$ cat src/rtl/nib_link_pkg.sv
// Shared types for the drive link host controller.
package nib_link_pkg;
    typedef enum logic [2:0] {
        ST_IDLE,
        ST_RX_ACK,
        ST_RX_GAP,
        ST_TX_ACK,
        ST_TX_GAP
    } link_state_t;
endpackage

$ cat src/rtl/nib_link_cmd_regs.sv
// Command register file: NUM_NIB nibbles written as pairs under two lane
// enables (upper lane -> even nibble, lower lane -> odd nibble).
// Assumes NUM_NIB is even so the last nibble sits in the lower lane.
// Flags a send trigger whenever a write covers the last nibble.
module nib_link_cmd_regs #(
    parameter int NIB_W   = 4,
    parameter int NUM_NIB = 10,
    localparam int NUM_PAIR = NUM_NIB / 2,
    localparam int PAIR_W   = (NUM_PAIR > 1) ? $clog2(NUM_PAIR) : 1
) (
    input  logic                          clk,
    input  logic                          rst_n,
    input  logic                          wr_en,
    input  logic [PAIR_W-1:0]             wr_pair,
    input  logic [1:0]                    wr_be,
    input  logic [2*NIB_W-1:0]            wr_data,
    output logic [NUM_NIB-1:0][NIB_W-1:0] cmd_q,
    output logic                          send_trig
);
    localparam int LAST_PAIR = NUM_PAIR - 1;

    for (genvar g = 0; g < NUM_NIB; g++) begin : g_cmd
        localparam int PAIR = g / 2;
        localparam int LANE = (g % 2 == 0) ? 1 : 0;
        // Store one nibble when its pair and lane are addressed.
        always_ff @(posedge clk) begin
            if (!rst_n)
                cmd_q[g] <= '0;
            else if (wr_en && wr_pair == PAIR_W'(PAIR) && wr_be[LANE])
                cmd_q[g] <= wr_data[LANE*NIB_W +: NIB_W];
        end
    end

    // Launch a transmission only when the last nibble is written.
    assign send_trig = wr_en && wr_pair == PAIR_W'(LAST_PAIR) && wr_be[0];

    assert_cmd_hold_R3: assert property (@(posedge clk) disable iff (!rst_n)
        !wr_en |=> $stable(cmd_q));
endmodule

$ cat src/rtl/nib_link_sts_regs.sv
// Status register file: filled one nibble at a time by the link sequencer.
// The host has no write path into it.
module nib_link_sts_regs #(
    parameter int NIB_W   = 4,
    parameter int NUM_NIB = 10,
    localparam int IDX_W  = $clog2(NUM_NIB)
) (
    input  logic                          clk,
    input  logic                          rst_n,
    input  logic                          rx_we,
    input  logic [IDX_W-1:0]              rx_idx,
    input  logic [NIB_W-1:0]              rx_nib,
    output logic [NUM_NIB-1:0][NIB_W-1:0] sts_q
);
    for (genvar g = 0; g < NUM_NIB; g++) begin : g_sts
        // Capture the received nibble into its slot.
        always_ff @(posedge clk) begin
            if (!rst_n)
                sts_q[g] <= '0;
            else if (rx_we && rx_idx == IDX_W'(g))
                sts_q[g] <= rx_nib;
        end
    end

    assert_sts_hold_R2: assert property (@(posedge clk) disable iff (!rst_n)
        !rx_we |=> $stable(sts_q));
endmodule

$ cat src/rtl/nib_link_seq.sv
// Link sequencer: arbitrates between pending transmit and receive frames,
// runs the acknowledge/strobe handshake per nibble, times out waits,
// and produces the busy flags and interrupt pulse.
// Assumes drv_strobe and drv_ready_n are already synchronous to clk.
module nib_link_seq
    import nib_link_pkg::*;
#(
    parameter int NUM_NIB = 10,
    parameter int IRQ_NIB = 8,
    parameter int TMO_W   = 16,
    localparam int IDX_W  = $clog2(NUM_NIB)
) (
    input  logic             clk,
    input  logic             rst_n,
    input  logic             link_en,
    input  logic [TMO_W-1:0] wait_limit,
    input  logic             drv_ready_n,
    input  logic             drv_strobe,
    input  logic             send_trig,
    output logic             host_ack,
    output logic             rx_we,
    output logic [IDX_W-1:0] idx,
    output logic             tx_active,
    output logic             rx_busy,
    output logic             tx_busy,
    output logic             irq
);
    link_state_t      state;
    logic [TMO_W-1:0] tmr;
    logic             ready_q, en_q, rx_req, tx_pend;
    logic             last_nib, timed_out, irq_nib;

    assign last_nib  = (idx == IDX_W'(NUM_NIB - 1));
    assign irq_nib   = (idx == IDX_W'(IRQ_NIB - 1));
    assign timed_out = !drv_strobe && (tmr == wait_limit - 1'b1);
    assign host_ack  = (state == ST_RX_ACK) || (state == ST_TX_ACK);
    assign tx_active = (state == ST_TX_ACK);
    assign rx_we     = link_en && (state == ST_RX_ACK) && drv_strobe;
    assign tx_busy   = tx_pend || (state == ST_TX_ACK) || (state == ST_TX_GAP);

    // Edge history of the ready request and the enable bit.
    always_ff @(posedge clk) begin
        if (!rst_n) begin
            ready_q <= 1'b1;
            en_q    <= 1'b0;
        end else begin
            ready_q <= drv_ready_n;
            en_q    <= link_en;
        end
    end

    // Interrupt pulse: enable rising edge or eighth status nibble stored.
    always_ff @(posedge clk) begin
        if (!rst_n)
            irq <= 1'b0;
        else
            irq <= (link_en && !en_q) || (rx_we && irq_nib);
    end

    // Handshake state machine with request latching and wait timer.
    always_ff @(posedge clk) begin
        if (!rst_n || !link_en) begin
            state   <= ST_IDLE;
            idx     <= '0;
            tmr     <= '0;
            rx_req  <= 1'b0;
            tx_pend <= 1'b0;
            rx_busy <= 1'b0;
        end else begin
            if (ready_q && !drv_ready_n) rx_req <= 1'b1;
            if (send_trig) tx_pend <= 1'b1;
            case (state)
                ST_IDLE: begin
                    idx <= '0;
                    tmr <= '0;
                    if (tx_pend) begin
                        tx_pend <= 1'b0;
                        state   <= ST_TX_ACK;
                    end else if (rx_req) begin
                        rx_req <= 1'b0;
                        state  <= ST_RX_ACK;
                    end
                end
                ST_RX_ACK: begin
                    if (drv_strobe) begin
                        tmr <= '0;
                        if (idx == '0) rx_busy <= 1'b1;
                        if (last_nib) begin
                            rx_busy <= 1'b0;
                            state   <= ST_IDLE;
                        end else begin
                            idx   <= idx + 1'b1;
                            state <= ST_RX_GAP;
                        end
                    end else if (timed_out) begin
                        tmr     <= '0;
                        rx_busy <= 1'b0;
                        state   <= ST_IDLE;
                    end else begin
                        tmr <= tmr + 1'b1;
                    end
                end
                ST_TX_ACK: begin
                    if (drv_strobe) begin
                        tmr <= '0;
                        if (last_nib) state <= ST_IDLE;
                        else begin
                            idx   <= idx + 1'b1;
                            state <= ST_TX_GAP;
                        end
                    end else if (timed_out) begin
                        tmr   <= '0;
                        state <= ST_IDLE;
                    end else begin
                        tmr <= tmr + 1'b1;
                    end
                end
                ST_RX_GAP: state <= ST_RX_ACK;
                ST_TX_GAP: state <= ST_TX_ACK;
                default:   state <= ST_IDLE;
            endcase
        end
    end

    assert_off_no_ack_R9: assert property (@(posedge clk) disable iff (!rst_n)
        !link_en |=> (!host_ack && !rx_busy && !tx_busy));
    assert_irq_single_R6: assert property (@(posedge clk) disable iff (!rst_n)
        irq |=> !irq);
    assert_rx_end_R5: assert property (@(posedge clk) disable iff (!rst_n)
        (rx_we && last_nib) |=> !rx_busy);
    assert_idx_range_R4: assert property (@(posedge clk) disable iff (!rst_n)
        idx < IDX_W'(NUM_NIB));
    assert_one_dir_R12: assert property (@(posedge clk) disable iff (!rst_n)
        !(rx_busy && tx_active));
endmodule

$ cat src/rtl/nib_link_host.sv
// Top of the drive link host controller: command and status register
// files, the handshake sequencer, the host read multiplexer and the
// outgoing nibble selection. Inputs from the drive are assumed synchronous.
module nib_link_host #(
    parameter int NIB_W   = 4,
    parameter int NUM_NIB = 10,
    parameter int IRQ_NIB = 8,
    parameter int TMO_W   = 16,
    localparam int NUM_PAIR = NUM_NIB / 2,
    localparam int PAIR_W   = (NUM_PAIR > 1) ? $clog2(NUM_PAIR) : 1,
    localparam int SEL_W    = $clog2(2 * NUM_NIB)
) (
    input  logic                clk,
    input  logic                rst_n,
    input  logic                link_en,
    input  logic [TMO_W-1:0]    wait_limit,
    input  logic                wr_en,
    input  logic [PAIR_W-1:0]   wr_pair,
    input  logic [1:0]          wr_be,
    input  logic [2*NIB_W-1:0]  wr_data,
    input  logic [SEL_W-1:0]    rd_sel,
    output logic [NIB_W-1:0]    rd_data,
    output logic                rx_busy,
    output logic                tx_busy,
    output logic                irq,
    input  logic                drv_ready_n,
    input  logic                drv_strobe,
    input  logic [NIB_W-1:0]    drv_din,
    output logic [NIB_W-1:0]    drv_dout,
    output logic                host_ack
);
    localparam int IDX_W = $clog2(NUM_NIB);

    logic [NUM_NIB-1:0][NIB_W-1:0] cmd_q, sts_q;
    logic                          send_trig, rx_we, tx_active;
    logic [IDX_W-1:0]              idx;

    nib_link_cmd_regs #(.NIB_W(NIB_W), .NUM_NIB(NUM_NIB)) i_cmd (
        .clk(clk), .rst_n(rst_n), .wr_en(wr_en), .wr_pair(wr_pair),
        .wr_be(wr_be), .wr_data(wr_data), .cmd_q(cmd_q), .send_trig(send_trig)
    );

    nib_link_sts_regs #(.NIB_W(NIB_W), .NUM_NIB(NUM_NIB)) i_sts (
        .clk(clk), .rst_n(rst_n), .rx_we(rx_we), .rx_idx(idx),
        .rx_nib(drv_din), .sts_q(sts_q)
    );

    nib_link_seq #(.NUM_NIB(NUM_NIB), .IRQ_NIB(IRQ_NIB), .TMO_W(TMO_W)) i_seq (
        .clk(clk), .rst_n(rst_n), .link_en(link_en), .wait_limit(wait_limit),
        .drv_ready_n(drv_ready_n), .drv_strobe(drv_strobe), .send_trig(send_trig),
        .host_ack(host_ack), .rx_we(rx_we), .idx(idx), .tx_active(tx_active),
        .rx_busy(rx_busy), .tx_busy(tx_busy), .irq(irq)
    );

    // Host read map: status first, command after it, zero elsewhere.
    always_comb begin
        rd_data = '0;
        for (int i = 0; i < NUM_NIB; i++) begin
            if (rd_sel == SEL_W'(i))           rd_data = sts_q[i];
            if (rd_sel == SEL_W'(NUM_NIB + i)) rd_data = cmd_q[i];
        end
    end

    // Present the current command nibble while transmitting.
    always_comb begin
        drv_dout = '0;
        for (int i = 0; i < NUM_NIB; i++)
            if (tx_active && idx == IDX_W'(i)) drv_dout = cmd_q[i];
    end

    assert_dout_quiet_R8: assert property (@(posedge clk) disable iff (!rst_n)
        !tx_busy |-> drv_dout == '0);
endmodule

$ cat config.mk
export PLATFORM = sky130hd
export DESIGN_NAME = nib_link_host
export DESIGN_NICKNAME = d
export VERILOG_FILES = /design/src/rtl/nib_link_pkg.sv /design/src/rtl/nib_link_cmd_regs.sv /design/src/rtl/nib_link_sts_regs.sv /design/src/rtl/nib_link_seq.sv /design/src/rtl/nib_link_host.sv
export SDC_FILE = /design/constraint.sdc
export NUM_CORES = 1
export LEC_CHECK = 0
export ABC_AREA = 1
export BUFFER_PORTS_ARGS = -buffer_cell sky130_fd_sc_hd__buf_4
export CAP_MARGIN = 20
export CORE_MARGIN = 2
export CORE_UTILIZATION = 54
export CTS_CLUSTER_DIAMETER = 100
export DETAILED_ROUTE_END_ITERATION = 8
export GPL_TIMING_DRIVEN = 0
export PLACE_DENSITY_LB_ADDON = 0.08
export SYNTH_ARGS = -nofsm -noshare
export SYNTH_HDL_FRONTEND = slang
export SYNTH_SLANG_ARGS = --single-unit
$ cat constraint.sdc
create_clock -name clk -period 1.85 [get_ports clk]
set_input_delay 0 -clock clk [delete_from_list [all_inputs] [get_ports clk]]
set_output_delay 0 -clock clk [all_outputs]
set_load 0.01 [all_outputs]
### After elaboration in Yosys (flattened, before gate mapping)

Cells that the tools add are included.

| word-level totals | value |
|---|---|
| register bits after elaboration | 109 |
| memories kept | 0 |
| bits in latches | 0 |
| bits of input ports | 44 |
| word-level logic and storage cells | 187 |
| RAM bits | 0 |
| ROM bits | 0 |

| operators by class | value |
|---|---|
| equal/unequal tests | 41 |
| magnitude comparators | 0 |
| divide/modulo/power cells | 0 |
| add/sub/neg operators | 3 |
| multiply operators | 0 |
| multiplexer cells | 55 |
| bitwise operators | 0 |
| reduce and logical (&&, ||, !) cells | 59 |
| shift-type cells | 0 |

Operators by type and width:

| operator | count |
|---|---|
| $mux 4 | 32 |
| $eq 5x4->1 const B | 8 |
| $logic_and 1x1->1 | 40 |
| $mux 16 | 2 |
| $pmux 16 s2 | 1 |
| $eq 5x3->1 const B | 4 |
| $eq 5x5->1 const B | 4 |
| $mux 3 | 6 |
| $add 16x1->16 const B | 1 |
| $eq 16x16->1 | 1 |
| $eq 4x3->1 const B | 4 |
| $sub 16x1->16 const B | 1 |
| $pmux 3 s5 | 1 |
| $eq 3x2->1 const B | 4 |
| $mux 1 | 11 |
| $eq 5x2->1 const B | 2 |
| $eq 4x2->1 const B | 2 |
| $eq 4x4->1 const B | 2 |
| $pmux 4 s2 | 1 |
| $eq 3x1->1 const B | 2 |
| $eq 3x3->1 const B | 2 |
| $logic_not 3->1 | 2 |
| $ne 3x1->1 const B | 2 |
| $reduce_and 3->1 | 2 |
| other kinds (12) | 21 |

### Longest topological paths before layout

| logic depth | value |
|---|---|
| word-level depth | 21 |
| gate-level depth with buffers | 15 |

### By module

A second synthesis with hierarchy kept.

| unflattened totals | value |
|---|---|
| cells, all modules | 1,199 |
| area total of the unflattened synthesis | 7,174.4 um^2 |

Modules (own cells, without submodules):

| module | area each (um^2) | cells each | instances |
|---|---|---|---|
| nib_link_seq | 2,403.6 | 368 | 1 |
| nib_link_cmd_regs | 1,930.6 | 308 | 1 |
| nib_link_sts_regs | 1,604.0 | 244 | 1 |
| nib_link_host | 1,236.2 | 279 | 1 |

### Worst setup path before layout

No wires, ideal clock.

| timing | value |
|---|---|
| path type | reg-to-reg |
| from | register i_seq.tmr[0] |
| to | register i_seq.tmr[14] |
| buffers on the path | 0 |
| required time | 1.716 ns |
| period minus slack after synthesis | 1.857 ns |
| arrival time | 1.724 ns |
| stages on the path, launching flop included | 14 |
| library setup time | 0.134 ns |
| setup slack | -0.007 ns |
| cell sequence | dfxtp_1 ha_1 nand2_1 nor2_1 inv_1 nor2_2 nand2_1 nor2_2 nand3_1 nor4_1 nand3_1 xnor2_1 nand2_1 a21oi_1 |

| between the ends | value |
|---|---|
| word-level cells in the longest chain between the ends | 5 |

Ends and longest elaborated chain:

| what | RTL line | RTL |
|---|---|---|
| start, declared | nib_link_seq.sv:29 | `logic [TMO_W-1:0] tmr;` |
| start signal, assigned | nib_link_seq.sv:100 | `tmr <= tmr + 1'b1;` |
| start signal, assigned | nib_link_seq.sv:115 | `tmr <= tmr + 1'b1;` |
| branches (longest 2 deep; another with $add 16x1->16) | n/a |  |
| $mux 16 (*) | nib_link_seq.sv:95, nib_link_seq.sv:111 |  |
| $mux 16 (*) | nib_link_seq.sv:104 | `if (drv_strobe) begin` |
| $pmux 16 s2 (*) | nib_link_seq.sv:72 | `case (state)` |

Mark *: on every way between the ends.
A chain may end at the register's enable or synchronous reset.

### Final worst setup path

| timing | value |
|---|---|
| from | register i_seq.idx[1] |
| to | output port drv_dout[2] |

| between the ends | value |
|---|---|
| word-level cells in the longest chain between the ends | 12 |

Ends and longest elaborated chain:

| what | RTL line | RTL |
|---|---|---|
| start, declared | nib_link_seq.sv:22 | `output logic [IDX_W-1:0] idx,` |
| start signal, assigned | nib_link_seq.sv:92 | `idx <= idx + 1'b1;` |
| start signal, assigned | nib_link_seq.sv:108 | `idx <= idx + 1'b1;` |
| $logic_not 4->1 | nib_link_host.sv:68 | `if (tx_active && idx == IDX_W'(i)) drv_dout = cmd_q[i];` |
| $logic_and 1x1->1 | nib_link_host.sv:68 |  |
| $mux 4 (9 in series) | nib_link_host.sv:68 |  |
| $mux 4 (*) | nib_link_host.sv:68 |  |
| end, declared | nib_link_host.sv:29 | `output logic [NIB_W-1:0] drv_dout,` |

Every way passes the cells marked *; elsewhere a longest branch is shown, timed or not.

==> results.yml <==
status:
  status: "finished with violations"
  violations: "negative setup slack"
worst_setup_path:
  critPathMaxStageDelay_ns: 0.38
  crit_chain: "inv_6, ha_4, nand3_4, nor2_4, nand3_1, o211ai_1, o21ai_1, o21ai_1, o21ai_1, o21ai_1, nor2_1, o21bai_1, nand2_1, nand2_1, buf_4"
  reg2reg_slack_ns: -0.10
  cp_max_fo: 4
  cp_top_family: "compound AO/OA/AOI/OAI gates"
  crit_type: "reg2out"
  crit_path_top_delay_cell: "dfxtp_4"
  cpMostUsedCell: "o21ai_1"
  critical_path_required_ns: 1.85
  worst_setup_path_end_kind: "primary output"
  start_kind: "flop"
  arrival_ns: 2.37
  critPathBufInv: 2
floorplan:
  die_w_um: 110.6
  dieArea_sq_mm: 0.01222
  initial_core_util_pct: 56.06
  core_sq_mm: 0.01094
  num_io_pins: 56
  die_h_um: 110.6
  core.rowCount: 38
routing:
  dr_total_vias: 6535
  routed_wl_um: 18610
  drtAntennaViolNets: 0
  drt_first_pass_iters: 5
  wl_met2_um: 9273
  wl_per_cell_um: 15.52
  drc_errors: 0
  drt-vias-per-instance: 5.450
  wl_met1_um: 7777
  top_layer: "met4"
  wl_met3_um: 1061
  drt-initial-drc-count: 526
synthesis:
  synth_cell_types: 38
  synth-main-ff-cell: "dfxtp_1"
  async_flop_share_pct: 0
  synth_edf_count: 0
  syn_nets: 1004
  postSynthCellCount: 954
  synth-seq-cells: 109
  postSynthAreaPerCell_sq_um: 6.426
  ys_seq_area_share_pct: 35.59
  synthesis.area_sq_mm: 0.006131
  ys_warn_count: 0
sta:
  finalWorstSetupSlack_ns: -0.5204
  maxSlewHeadroom_pct: 55.77
  fmax_mhz: 421.9
  rsz0062_at_grt: "yes"
  period_minus_slack_ns: 2.370
  maxSlewViolCount: 0
  min_period_over_period_pct: 128.1
  finalClockSkew_ns: 0.01144
  setup_viol: 10
  hold_violations: 0
  tightest_slew_ns: 0.6635
cells_and_area:
  fin_nets: 1104
  drive_gt1_share_pct: 18.32
  num_antenna_cells: 0
  area_delta_synth_final_pct: 25.02
  fin_cells: 1199
power_and_ir_drop:
  pwr-share-seq_pct: 51.1
  switching_power_mw: 1.208
  peakVddDrop_uv: 433.2
  p_leak_nw: 2.978
  clockPowerShare_pct: 38.8
  p_per_area_mw_per_mm2: 607.4
  switching_share_pct: 25.95
  power.share.combinational_pct: 10.1
  intPower_mw: 3.448
cts:
  cts_root_buf: "clkbuf_16"
  cts.sinks: 109
  worstSkewPairLatency_ns: 0.35
  htree_levels: 3
  cts_buffers: 9
  clk_pin_slew_ns: 0.08
  cts_max_path_buffers: 2
  tritoncts: "built"
global_routing:
  grt_max_degree: 18
  grt_pass1_vias: 6055
  grt_pass1_wl_um: 29470
  grt.total_usage_pct: 29.58
  overflow: 0
  antenna_found_initial: 0
placement:
  dpl.hpwl_um: 13360
  pre_cts_ws_ns: -0.4128
  gp_congestion: 0.9255
  io_buffers: 48
  dp_cells: 1142
min_path:
  hp-class: "in2reg"
run:
  cap_violations: 0
==> worst reg2reg max path, cell delays in order (launching register included) <==
cell,delay (ns)
dfxtp_4,0.40
ha_4,0.15
nand2_1,0.06
nor2_1,0.09
inv_1,0.06
nor2_2,0.12
nand2_2,0.09
nor2_4,0.12
nand3_4,0.11
nor4_4,0.19
nand3_1,0.13
xnor2_1,0.15
nand2_1,0.08
a21oi_1,0.13
==> power by group through the flow <==
stage,clock network (mW),logic (mW),registers (mW)
after floorplan,0,0.235,2.43
after global placement,0,0.412,2.44
after detailed placement,0,0.415,2.44
after CTS,1.83,0.444,2.38
after global routing,1.95,0.522,2.38
final,1.81,0.471,2.38
==> cell families (layout without fill, tap and decap cells) <==
logic type | count (synthesis) | after routing | synth area share (%)
and+or+nand+nor | 468 | 469 | 33.00
xor gates and xnor gates | 33 | 33 | 4.714
adders and majority gates | 6 | 6 | 1.224
AOI/OAI and AO/OA | 187 | 187 | 16.16
DFF | 109 | 109 | 35.59
buffers and inverters | 151 | 255 | 9.306
==> layout by cell type (no fill, tap or decap), types with 17 or more instances in the layout <==
cell / synthesis / routed
xor2_1: 17 / 17
nand4_1: 22 / 22
a21oi_1: 67 / 63
buf_4: 0 / 71
o21ai_0: 99 / 86
inv_1: 125 / 113
nand3_1: 58 / 49
nand2_1: 184 / 177
nor2_1: 157 / 150
dfxtp_1: 109 / 90
==> synth_stat cells (4+ instances only) <==
master	instances	area [sq um]
clkbuf_1	17	63.81
xnor2_1	16	140.1
buf_1	4	15.01
inv_1	125	469.2
a211oi_1	4	30.03
nor3_1	15	75.07
nor2_2	10	62.56
xor2_1	17	148.9
o21ai_0	99	495.5
nor2_1	157	589.3
ha_1	6	75.07
a21oi_1	67	335.3
o211ai_1	9	67.56
nand2_1	184	690.7
nand3_1	58	290.3
nand4_1	22	137.6
dfxtp_1	109	2182
nand3_2	4	40.04
==> final cells by class <==
type	instances	area (sq um)
fill	935	3271
timing repair buffer	89	720.7
tap	140	175.2
inverter	129	501.7
clock inverter	6	40.04
buffer	21	81.33
clock buffer	10	229.0
sequential	109	2221
multi-input combinational	695	3696
==> worst paths after layout <==
| path | start | to | cells after the start |
|---|---|---|---|
| worst min-delay path | wr_pair[2] | i_cmd.cmd_q[24] | 4 |
| worst max register to register | i_seq.tmr[0] | i_seq.tmr[14] | 13 |
| worst min register to register | i_seq.en_q | i_seq.irq | 1 |
| worst max-delay path | i_seq.idx[1] | drv_dout[2] | 15 |
==> repair_timing <==
item	in CTS	in global routing
gates resized for setup	62	64
endpoints found under the hold margin	24	0
gates cloned	0	1
endpoints found under the setup margin	58	72
hold buffers	12	0
buffers inserted	9	20
pin swaps	15	41
==> sequential cells by signal, summed over array words and instances, names as in the netlist <==
signal / flops
i_cmd.cmd_q: 40
i_seq.en_q: 1
i_seq.idx: 4
i_seq.irq: 1
i_seq.ready_q: 1
i_seq.rx_busy: 1
i_seq.rx_req: 1
i_seq.state: 3
i_seq.tmr: 16
i_seq.tx_pend: 1
i_sts.sts_q: 40
==> metrics by stage <==
stage	hold WS (ns)	util [%]	setup TNS, ns	cell area [sq um]	power, mW
2_1_floorplan	0.1066	-	0	6137	2.669
3_5_place_dp	0.2034	61.02	-9.613	6673	2.853
4_1_cts	0.001650	66.84	-3.987	7310	4.653
6_report	0.01744	70.09	-2.293	7665	4.656
5_1_grt	0.02879	70.09	-5.042	7665	4.851
3_3_place_gp	0.2018	61.02	-10.12	6673	2.849
==> layer usage <==
metal  vias to the layer above  global-route usage (%)
met3                        45                   4.391
met2                       222                   51.12
met5                         -                       0
li1                       3290                       -
met1                      2978                   37.89
met4                         0                   9.667
No activity file was read; power rests on OpenSTA's default activity.
